===== config.mk =====
export PLATFORM = sky130hd
export DESIGN_NAME = spi_front_regs
export DESIGN_NICKNAME = d
export VERILOG_FILES = /design/src/rtl/spife_pkg.sv /design/src/rtl/spife_fifo.sv /design/src/rtl/spife_irq.sv /design/src/rtl/spi_front_regs.sv
export SDC_FILE = /design/constraint.sdc
export NUM_CORES = 1
export LEC_CHECK = 0
export BUFFER_PORTS_ARGS = -buffer_cell sky130_fd_sc_hd__buf_4
export CAP_MARGIN = 20
export CORE_MARGIN = 2
export CORE_UTILIZATION = 45
export CTS_CLUSTER_DIAMETER = 150
export DETAILED_ROUTE_END_ITERATION = 7
export PLACE_DENSITY = 0.6
export SYNTH_ARGS = -nofsm -noshare
export SYNTH_HDL_FRONTEND = slang
export SYNTH_HIERARCHICAL = 1
export SYNTH_SLANG_ARGS = --single-unit

===== constraint.sdc =====
create_clock -name clk -period 5.1 [get_ports clk]
set_clock_uncertainty 0.2 [all_clocks]
set_input_delay 0.765 -clock clk [delete_from_list [all_inputs] [get_ports clk]]
set_output_delay 0.765 -clock clk [all_outputs]
set_load 0.01 [all_outputs]

===== src/rtl/spife_pkg.sv =====
package spife_pkg;
  localparam logic [7:0] A_VER   = 8'h00;
  localparam logic [7:0] A_SRST  = 8'h40;
  localparam logic [7:0] A_IEN   = 8'h80;
  localparam logic [7:0] A_IPEND = 8'h84;
  localparam logic [7:0] A_ISRC  = 8'h88;
  localparam logic [7:0] A_SYNC  = 8'hC0;
  localparam logic [7:0] A_CROOM = 8'hD0;
  localparam logic [7:0] A_TROOM = 8'hD4;
  localparam logic [7:0] A_RLVL  = 8'hD8;
  localparam logic [7:0] A_CPUSH = 8'hE0;
  localparam logic [7:0] A_TPUSH = 8'hE4;
  localparam logic [7:0] A_RPOP  = 8'hE8;
  localparam logic [7:0] A_RPEEK = 8'hEC;

  localparam int unsigned IRQ_N = 4;
  localparam int unsigned IB_CMD  = 0;
  localparam int unsigned IB_TX   = 1;
  localparam int unsigned IB_RX   = 2;
  localparam int unsigned IB_SYNC = 3;

  localparam logic [7:0] VER_MAJOR = 8'd1;
endpackage


===== src/rtl/spife_fifo.sv =====
module spife_fifo #(
  parameter int unsigned W     = 8,
  parameter int unsigned DEPTH = 16,
  localparam int unsigned AW   = (DEPTH > 1) ? $clog2(DEPTH) : 1,
  localparam int unsigned LW   = $clog2(DEPTH + 1)
) (
  input  logic          clk,
  input  logic          rst,
  input  logic          clr,
  input  logic          push,
  input  logic [W-1:0]  din,
  input  logic          pop,
  output logic [W-1:0]  head,
  output logic [LW-1:0] level,
  output logic          full,
  output logic          empty
);
  logic [W-1:0]  mem [DEPTH];
  logic [AW-1:0] wp, rp;
  logic [LW-1:0] cnt;
  logic          do_push, do_pop;

  function automatic logic [AW-1:0] bump(input logic [AW-1:0] p);
    return (p == AW'(DEPTH - 1)) ? '0 : p + 1'b1;
  endfunction

  assign full    = (cnt == LW'(DEPTH));
  assign empty   = (cnt == '0);
  assign do_push = push && !full && !clr;
  assign do_pop  = pop && !empty && !clr;
  assign head    = mem[rp];
  assign level   = cnt;

  always_ff @(posedge clk) begin
    if (do_push) mem[wp] <= din;
  end

  always_ff @(posedge clk) begin
    if (rst || clr) begin
      wp  <= '0;
      rp  <= '0;
      cnt <= '0;
    end else begin
      if (do_push) wp <= bump(wp);
      if (do_pop)  rp <= bump(rp);
      case ({do_push, do_pop})
        2'b10:   cnt <= cnt + 1'b1;
        2'b01:   cnt <= cnt - 1'b1;
        default: cnt <= cnt;
      endcase
    end
  end
endmodule


===== src/rtl/spife_irq.sv =====
module spife_irq #(
  parameter int unsigned N            = 4,
  parameter logic [N-1:0] EDGE_MASK   = '1,
  parameter logic [N-1:0] PREV_INIT   = '0
) (
  input  logic         clk,
  input  logic         rst,
  input  logic [N-1:0] cond,
  input  logic         clr_we,
  input  logic [N-1:0] clr_mask,
  input  logic         en_we,
  input  logic [N-1:0] en_wdata,
  output logic [N-1:0] pend,
  output logic [N-1:0] en,
  output logic         irq
);
  logic [N-1:0] set_v, pend_d, en_d;

  for (genvar i = 0; i < N; i++) begin : g_bit
    if (EDGE_MASK[i]) begin : g_edge
      logic prev_q;
      always_ff @(posedge clk) begin
        if (rst) prev_q <= PREV_INIT[i];
        else     prev_q <= cond[i];
      end
      assign set_v[i] = cond[i] && !prev_q;
    end else begin : g_pulse
      assign set_v[i] = cond[i];
    end
  end

  assign pend_d = (pend & ~(clr_we ? clr_mask : '0)) | set_v;
  assign en_d   = en_we ? en_wdata : en;

  always_ff @(posedge clk) begin
    if (rst) begin
      pend <= '0;
      en   <= '0;
      irq  <= 1'b0;
    end else begin
      pend <= pend_d;
      en   <= en_d;
      irq  <= |(pend_d & en_d);
    end
  end
endmodule


===== src/rtl/spi_front_regs.sv =====
module spi_front_regs
  import spife_pkg::*;
#(
  parameter int unsigned ADDR_W    = 8,
  parameter int unsigned CMD_DEPTH = 16,
  parameter int unsigned TX_DEPTH  = 16,
  parameter int unsigned RX_DEPTH  = 16,
  parameter int unsigned CMD_AE    = 2,
  parameter int unsigned TX_AE     = 2,
  parameter int unsigned RX_AF     = 12,
  parameter logic [7:0]  VER_MINOR = 8'd2,
  parameter logic [7:0]  VER_PATCH = 8'd7
) (
  input  logic              clk,
  input  logic              rst,
  input  logic              bus_wr,
  input  logic              bus_rd,
  input  logic [ADDR_W-1:0] bus_addr,
  input  logic [31:0]       bus_wdata,
  output logic [31:0]       bus_rdata,
  output logic              bus_rvalid,
  output logic              cmd_valid,
  input  logic              cmd_ready,
  output logic [15:0]       cmd_data,
  output logic              tx_valid,
  input  logic              tx_ready,
  output logic [7:0]        tx_data,
  input  logic              rx_valid,
  output logic              rx_ready,
  input  logic [7:0]        rx_data,
  input  logic              sync_valid,
  input  logic [7:0]        sync_id,
  output logic              eng_rst,
  output logic              irq
);
  localparam int unsigned CLW = $clog2(CMD_DEPTH + 1);
  localparam int unsigned TLW = $clog2(TX_DEPTH + 1);
  localparam int unsigned RLW = $clog2(RX_DEPTH + 1);

  logic            soft_rst_q;
  logic [7:0]      sync_id_q;
  logic [CLW-1:0]  cmd_lvl;
  logic [TLW-1:0]  tx_lvl;
  logic [RLW-1:0]  rx_lvl;
  logic            cmd_full, cmd_empty, tx_full, tx_empty, rx_full, rx_empty;
  logic [15:0]     cmd_head;
  logic [7:0]      tx_head, rx_head, rx_front;
  logic [IRQ_N-1:0] pend_q, en_q, irq_cond;
  logic [31:0]     rd_val;
  logic            unused_hi;

  assign unused_hi = ^bus_wdata[31:16];

  function automatic logic at(input logic [ADDR_W-1:0] a, input logic [7:0] off);
    return a == ADDR_W'(off);
  endfunction

  // Queues
  spife_fifo #(.W(16), .DEPTH(CMD_DEPTH)) cmd_q_i (
    .clk(clk), .rst(rst), .clr(soft_rst_q),
    .push(bus_wr && at(bus_addr, A_CPUSH)), .din(bus_wdata[15:0]),
    .pop(cmd_ready && cmd_valid), .head(cmd_head),
    .level(cmd_lvl), .full(cmd_full), .empty(cmd_empty)
  );

  spife_fifo #(.W(8), .DEPTH(TX_DEPTH)) tx_q_i (
    .clk(clk), .rst(rst), .clr(soft_rst_q),
    .push(bus_wr && at(bus_addr, A_TPUSH)), .din(bus_wdata[7:0]),
    .pop(tx_ready && tx_valid), .head(tx_head),
    .level(tx_lvl), .full(tx_full), .empty(tx_empty)
  );

  spife_fifo #(.W(8), .DEPTH(RX_DEPTH)) rx_q_i (
    .clk(clk), .rst(rst), .clr(soft_rst_q),
    .push(rx_valid && rx_ready), .din(rx_data),
    .pop(bus_rd && at(bus_addr, A_RPOP)), .head(rx_head),
    .level(rx_lvl), .full(rx_full), .empty(rx_empty)
  );

  assign cmd_valid = !cmd_empty && !soft_rst_q;
  assign cmd_data  = cmd_head;
  assign tx_valid  = !tx_empty && !soft_rst_q;
  assign tx_data   = tx_head;
  assign rx_ready  = !rx_full && !soft_rst_q;
  assign rx_front  = rx_empty ? 8'h00 : rx_head;
  assign eng_rst   = soft_rst_q;

  // Interrupt unit
  assign irq_cond[IB_CMD]  = cmd_lvl <= CLW'(CMD_AE);
  assign irq_cond[IB_TX]   = tx_lvl  <= TLW'(TX_AE);
  assign irq_cond[IB_RX]   = rx_lvl  >= RLW'(RX_AF);
  assign irq_cond[IB_SYNC] = sync_valid;

  spife_irq #(
    .N(IRQ_N), .EDGE_MASK(4'b0111), .PREV_INIT(4'b0011)
  ) irq_i (
    .clk(clk), .rst(rst), .cond(irq_cond),
    .clr_we(bus_wr && at(bus_addr, A_IPEND)), .clr_mask(bus_wdata[IRQ_N-1:0]),
    .en_we(bus_wr && at(bus_addr, A_IEN)), .en_wdata(bus_wdata[IRQ_N-1:0]),
    .pend(pend_q), .en(en_q), .irq(irq)
  );

  // Control registers
  always_ff @(posedge clk) begin
    if (rst) begin
      soft_rst_q <= 1'b0;
      sync_id_q  <= '0;
    end else begin
      if (bus_wr && at(bus_addr, A_SRST)) soft_rst_q <= bus_wdata[0];
      if (sync_valid) sync_id_q <= sync_id;
    end
  end

  // Read path
  always_comb begin
    rd_val = '0;
    if      (at(bus_addr, A_VER))   rd_val = {8'h00, VER_MAJOR, VER_MINOR, VER_PATCH};
    else if (at(bus_addr, A_SRST))  rd_val = {31'b0, soft_rst_q};
    else if (at(bus_addr, A_IEN))   rd_val = 32'(en_q);
    else if (at(bus_addr, A_IPEND)) rd_val = 32'(pend_q);
    else if (at(bus_addr, A_ISRC))  rd_val = 32'(pend_q & en_q);
    else if (at(bus_addr, A_SYNC))  rd_val = 32'(sync_id_q);
    else if (at(bus_addr, A_CROOM)) rd_val = 32'(CMD_DEPTH) - 32'(cmd_lvl);
    else if (at(bus_addr, A_TROOM)) rd_val = 32'(TX_DEPTH) - 32'(tx_lvl);
    else if (at(bus_addr, A_RLVL))  rd_val = 32'(rx_lvl);
    else if (at(bus_addr, A_RPOP) || at(bus_addr, A_RPEEK)) rd_val = 32'(rx_front);
  end

  always_ff @(posedge clk) begin
    if (rst) begin
      bus_rdata  <= '0;
      bus_rvalid <= 1'b0;
    end else begin
      bus_rvalid <= bus_rd;
      if (bus_rd) bus_rdata <= rd_val;
    end
  end
endmodule


* Word-level counts from Yosys, hierarchy flattened
Memory sizes are Yosys's and may differ from the RTL's. A register that Yosys moved wholly into a read port is not among the register bits. Index checks and enable logic that the tools add are counted.
Word-level totals: output and inout bits 62, memories 3, bits in writable memories 512, register bits after elaboration 93, logic and storage cells 152, input port bits 64
Memories:
- cmd_q_i.mem | words 16, bits a word 16, read ports 1, clocked after Yosys merged registers in 1, write ports 1, RTL line spife_fifo.sv:18 | logic [W-1:0] mem [DEPTH];
- rx_q_i.mem | words 16, bits a word 8, read ports 1, clocked after Yosys merged registers in 1, write ports 1, RTL line spife_fifo.sv:18
- tx_q_i.mem | words 16, bits a word 8, read ports 1, clocked after Yosys merged registers in 1, write ports 1, RTL line spife_fifo.sv:18
Cells by class: muxes and demuxes 34, equality and inequality tests 27, bitwise operators 5, reduce and logical (&&, ||, !) cells 47, $add $sub $neg 14, magnitude comparators 3
Operators by type and width (number):
- 2-to-1 mux 32 bit | 8
- == test 8 bit (second input constant) | 11
- 2-to-1 mux 4 bit | 14
- one-hot mux 5 bit (2 select lines) | 3
- logical AND 1 bit | 27
- adder 4 x 1 -> 4 bit (second input constant) | 6
- == test 4 bit (second input constant) | 6
- 2-to-1 mux 8 bit | 3
- adder 5 x 1 -> 5 bit (second input constant) | 3
- == test 5 bit (second input constant) | 3
- zero test 5 bit | 3
- subtractor 5 x 1 -> 5 bit (second input constant) | 3
- AND 4 bit | 3
- subtractor 5 x 5 -> 6 bit (first input constant) | 2
- less-or-equal comparator 5 x 2 -> 1 bit (second input constant) | 2
- zero test 1 bit | 10
- == test 8 x 7 -> 1 bit (second input constant) | 1
- zero test 8 bit | 1
- == test 2 x 1 -> 1 bit (second input constant) | 3
- == test 2 bit (second input constant) | 3
- 2-to-1 mux 1 bit | 6
- nonzero test 2 bit | 3
- >= comparator 5 x 4 -> 1 bit (second input constant) | 1
- NOT 4 bit | 1
- 3 further kinds | 4

* Depth between registers and ports, before layout
word-level depth 12, gate-level depth with buffers 16, depth with buffers taken out 14

* By module
Netlist, hierarchy kept.
By module, submodules not included:
- spife_fifo (cmd_q_i) | cells an instance 518, sequential area each 8027.7 µm², instances 1, area an instance 10633.9 µm²
- spife_fifo (rx_q_i) | cells an instance 323, sequential area each 4184.0 µm², instances 1, area an instance 5873.1 µm²
- spife_fifo (tx_q_i) | cells an instance 322, sequential area each 4184.0 µm², instances 1, area an instance 5873.1 µm²
- spi_front_regs | cells an instance 254, sequential area each 400.4 µm², instances 1, area an instance 1906.8 µm²
- spife_irq | cells an instance 46, sequential area each 240.2 µm², instances 1, area an instance 462.9 µm²

* Least setup slack after synthesis
OpenSTA, ideal clock, no wires.
path kind in2reg, from input port bus_addr[2], to register tx_q_i.cnt[4] (netlist: tx_q_i/level[4]), arrival 3.473 ns, path buffers 3, stages 15, path slack 1.305 ns, setup time 0.122 ns, path through clkbuf_1 buf_1 nand2_1 nor3_1 nor2b_1 o21a_1 inv_1 ha_1 buf_2 xor2_1 ha_1 a21oi_1 o21ai_0 a32o_1 a311o_1
On the way: cells in the longest elaborated chain, start to end 6, elaborated cells on any way between the ends 8
Ends and longest elaborated chain:
- start, declared | RTL line spi_front_regs.sv:18 | input logic [ADDR_W-1:0] bus_addr,
- == test 8 bit * | RTL line spi_front_regs.sv:55 | return a == ADDR_W'(off);
- logical AND 1 bit * | RTL line spi_front_regs.sv:68 | .push(bus_wr && at(bus_addr, A_TPUSH)), .din(bus_wdata[7:0]),
- logical AND 1 bit * (2 in a row) | RTL line spife_fifo.sv:29 | assign do_push = push && !full && !clr;
- == test 2 x 1 -> 1 bit or == test 2 bit (tied branches) | RTL line spife_fifo.sv:46 | case ({do_push, do_pop})
- one-hot mux 5 bit (2 select lines) or nonzero test 2 bit (tied branches)
- end signal, assigned | RTL line spife_fifo.sv:47 | 2'b10: cnt <= cnt + 1'b1;
- end signal, assigned | RTL line spife_fifo.sv:48 | 2'b01: cnt <= cnt - 1'b1;
- end signal, assigned | RTL line spife_fifo.sv:49 | default: cnt <= cnt;
- end, declared | RTL line spife_fifo.sv:20 | logic [LW-1:0] cnt;
Mark *: on every way between the ends. The rest lies on a longest branch, timed or not. A chain may end at the register's enable or synchronous reset.

* Worst setup path in the final report
from register rx_q_i.cnt[2] (netlist: rx_q_i/level[2]), to register rx_q_i.cnt[4] (netlist: rx_q_i/level[4])
On the way: cells in the longest elaborated chain, start to end 8, elaborated cells on any way between the ends 16
Ends and longest elaborated chain:
- start, declared | RTL line spife_fifo.sv:20
- start signal, assigned | RTL line spife_fifo.sv:47
- start signal, assigned | RTL line spife_fifo.sv:48
- start signal, assigned | RTL line spife_fifo.sv:49
- == test 5 bit * | RTL line spife_fifo.sv:27 | assign full = (cnt == LW'(DEPTH));
- via rx_full | RTL line spi_front_regs.sv:45 | logic cmd_full, cmd_empty, tx_full, tx_empty, rx_full, rx_empty;
- zero test 1 bit * | RTL line spife_fifo.sv:29, spi_front_regs.sv:84
- logical AND 1 bit | RTL line spi_front_regs.sv:84 | assign rx_ready = !rx_full && !soft_rst_q;
- logical AND 1 bit | RTL line spi_front_regs.sv:75 | .push(rx_valid && rx_ready), .din(rx_data),
- logical AND 1 bit * (2 in a row) | RTL line spife_fifo.sv:29
- == test 2 x 1 -> 1 bit or == test 2 bit (tied branches) | RTL line spife_fifo.sv:46
- one-hot mux 5 bit (2 select lines) or nonzero test 2 bit (tied branches)
Mark *: on every way through the listed nets, which the timed path passes. The rest lies on a longest branch.

==> impl_results.md <==
- Outcome: completed
- Sw Ratio: between 20 and 25%
- Final Cycle Share: between 70 and 80%
- Worst-Margin Slew: about 1.0 ns
- Largest net degree at the start of global routing: 38
- WL per Instance: between 20 and 25 µm
- Post-Syn Area: 24700 µm²
- First drt pass iteration count: 5
- P per Cell Area: 354 nW/µm²
- Die height: 238 µm
- Syn_area_per_cell: 16.9 µm²
- Area delta synth->final: 13.5%
- TritonCTS Sinks: between 500 and 600
- Worst min path class: input pin to flop
- Placed cell area: 26100 µm²
- Ratio of cells with drive above 1 in the final layout: between 20% and 30%
- Internal: 7.88 mW
- CP delay by family, top: compound AO/OA/AOI/OAI gates
- CP max stage delay: 0.58 ns
- CTS resizes: 0
- Commonest cells after routing, fill and taps aside: 512 x edfxtp_1, 130 x buf_4, 128 x mux4_2
- Max-slew headroom: ~29%
- CP Cell Sequence: or4_4 > nor2_1 > nor2_1 > and2_1 > nor2b_1 > o21a_1 > inv_1 > ha_1 > xor2_1 > ha_1 > a21oi_1 > o21ai_0 > a32o_1 > a311o_1
- Via count: 13100
- Kind of critical path: flop to flop
- Final WL: 52700 µm
- Routed vias/inst: ~5.7
- GR Util All Layers: 18.8%
- Required @ worst endpoint: 5.41 ns
- Starting Density: between 40% and 50%
- Crit path time final: 3.94 ns
- Number of global-route vias before repair: 13300
- Clock Latency Late Sink: 0.63 ns
- Max-Cap Viols: 0
- Ys Warns: 6
- Slowest CP cell: or4_4
- Gr ovfl total: 0
- Std-Cell Rows: 85
- HPWL Detailed: 32200 µm
- First-pass GRT wire length: 80500 µm
- Reg clk slew, reported paths: ~0.060 ns
- Hold Violations, Final: 0
- Syn Inst Count: roughly 1500
- H-tree depth: 2
- Leading cell type in the layout, fill and taps excluded: edfxtp_1
- Hold_buf cts: 0
- Root Driver: clkbuf_16
- Postcts setup bufs: 0
- Core Box Area: 54100 µm²
- Startpoint Class: flop
- Remaining DRCs: 0
- CTS tree: done
- Clock power frac: 44.3%
- Fin. max-slew vios: 0
- CP Capture Type: flop
- Design area: 28100 µm²
- Ports: between 100 and 150
- Max VDD drop: 0.287 mV
- Buffers added on ports: 109
- Leak Pwr: slightly above 9 nW
- CP Max Fanout: 12
- Nets: around 1600
- Comb power frac: between 2 and 2.5%
- Die ar.: 56900 µm²
- Share of power burned in registers: 53.4%
- Syn_nets: 1553
- Initial antenna violation count: 1
- WP data arrival: approximately 4.3 ns
- Net Switching: 2.06 mW
- CTS buffer count: 61
- Detail Route Antenna Nets: 0
- Initial DRC count: 915
- CTS Buffer Depth: 3
- CP bufs+invs: 1
- RSZ-0062 raised after global routing: false
- Setup TNS: 0 ns
- Die X: approximately 240 µm
- N_diodes: 0
- GP Congestion: 0.826
- Setup violations, final: 0
- Max Fclk: approximately 0.25 GHz
[worst reg2reg max path, cell delays in order (launching register included)]
cell,delay [ns]
dfxtp_1,0.43
or4_4,0.58
nor2_1,0.12
nor2_1,0.07
and2_1,0.20
nor2b_1,0.12
o21a_1,0.23
inv_1,0.21
ha_1,0.38
xor2_1,0.12
ha_1,0.19
a21oi_1,0.28
o21ai_0,0.14
a32o_1,0.22
a311o_1,0.32
[final timing paths]
kind	from	slack, ns	cells after the start	endpoint
min	sync_id[1]	0.17	3	sync_id_q[1]
max	rx_q_i/level[2]	1.16	14	rx_q_i/level[4]
max reg2reg	rx_q_i/level[2]	1.16	14	rx_q_i/level[4]
min reg2reg	bus_rdata[6]	0.28	2	bus_rdata[6]
[layer usage]
metal / part of all wire (%) / track usage [%]
met1: 44 / 25.7
met2: 49 / 30.9
met3: 4.7 / 3.10
met4: 2.5 / 5.81
met5: 0.030 / 0
[state kept, by name, summed over array words and instances, names as in the netlist, named ones only]
name                       flops
cmd_q_i/rp                     4
cmd_q_i/level                  5
irq_i/g_bit.g_edge.prev_q      3
cmd_q_i/mem                  256
sync_id_q                      8
rx_q_i/mem                   128
bus_rdata                     10
irq_i/en                       4
rx_q_i/level                   5
bus_rvalid                     1
tx_q_i/rp                      4
rx_q_i/rp                      4
tx_q_i/wp                      4
eng_rst                        1
irq_i/irq                      1
irq_i/pend                     4
cmd_q_i/wp                     4
tx_q_i/level                   5
rx_q_i/wp                      4
tx_q_i/mem                   128
[final cells by class]
cell class                 instances  area (µm²)
fill                            4357       26000
sequential                       595       17000
multi-input combinational        742        7080
clock buffer                      70        1560
timing repair buffer             132        1020
tap                              696         871
clock inverter                    44         438
inverter                          21        78.8
[power by group through the flow]
stage | clock [mW] | sequential, mW | combinational (mW)
final | 4.40 | 5.31 | 0.227
after global routing | 4.71 | 5.31 | 0.250
after CTS | 4.51 | 5.31 | 0.230
after detailed placement | 0 | 5.41 | 0.229
after global placement | 0 | 5.41 | 0.221
after floorplan | 0 | 5.41 | 0.0990
[through the flow]
step           power, mW  worst slack [ns]  hold slack (ns)  utilization [%]  cells
2_1_floorplan       5.51              1.30            0.251                -   1461
3_3_place_gp        5.63             0.824            0.262             48.2   2185
3_5_place_dp        5.64             0.720            0.263             48.2   2186
4_1_cts             10.0              1.08            0.137             51.9   2300
5_1_grt             10.3             0.819            0.169             51.9   2300
6_report            9.93              1.16            0.174             51.9   2300
(Power assumes the default switching activity.)
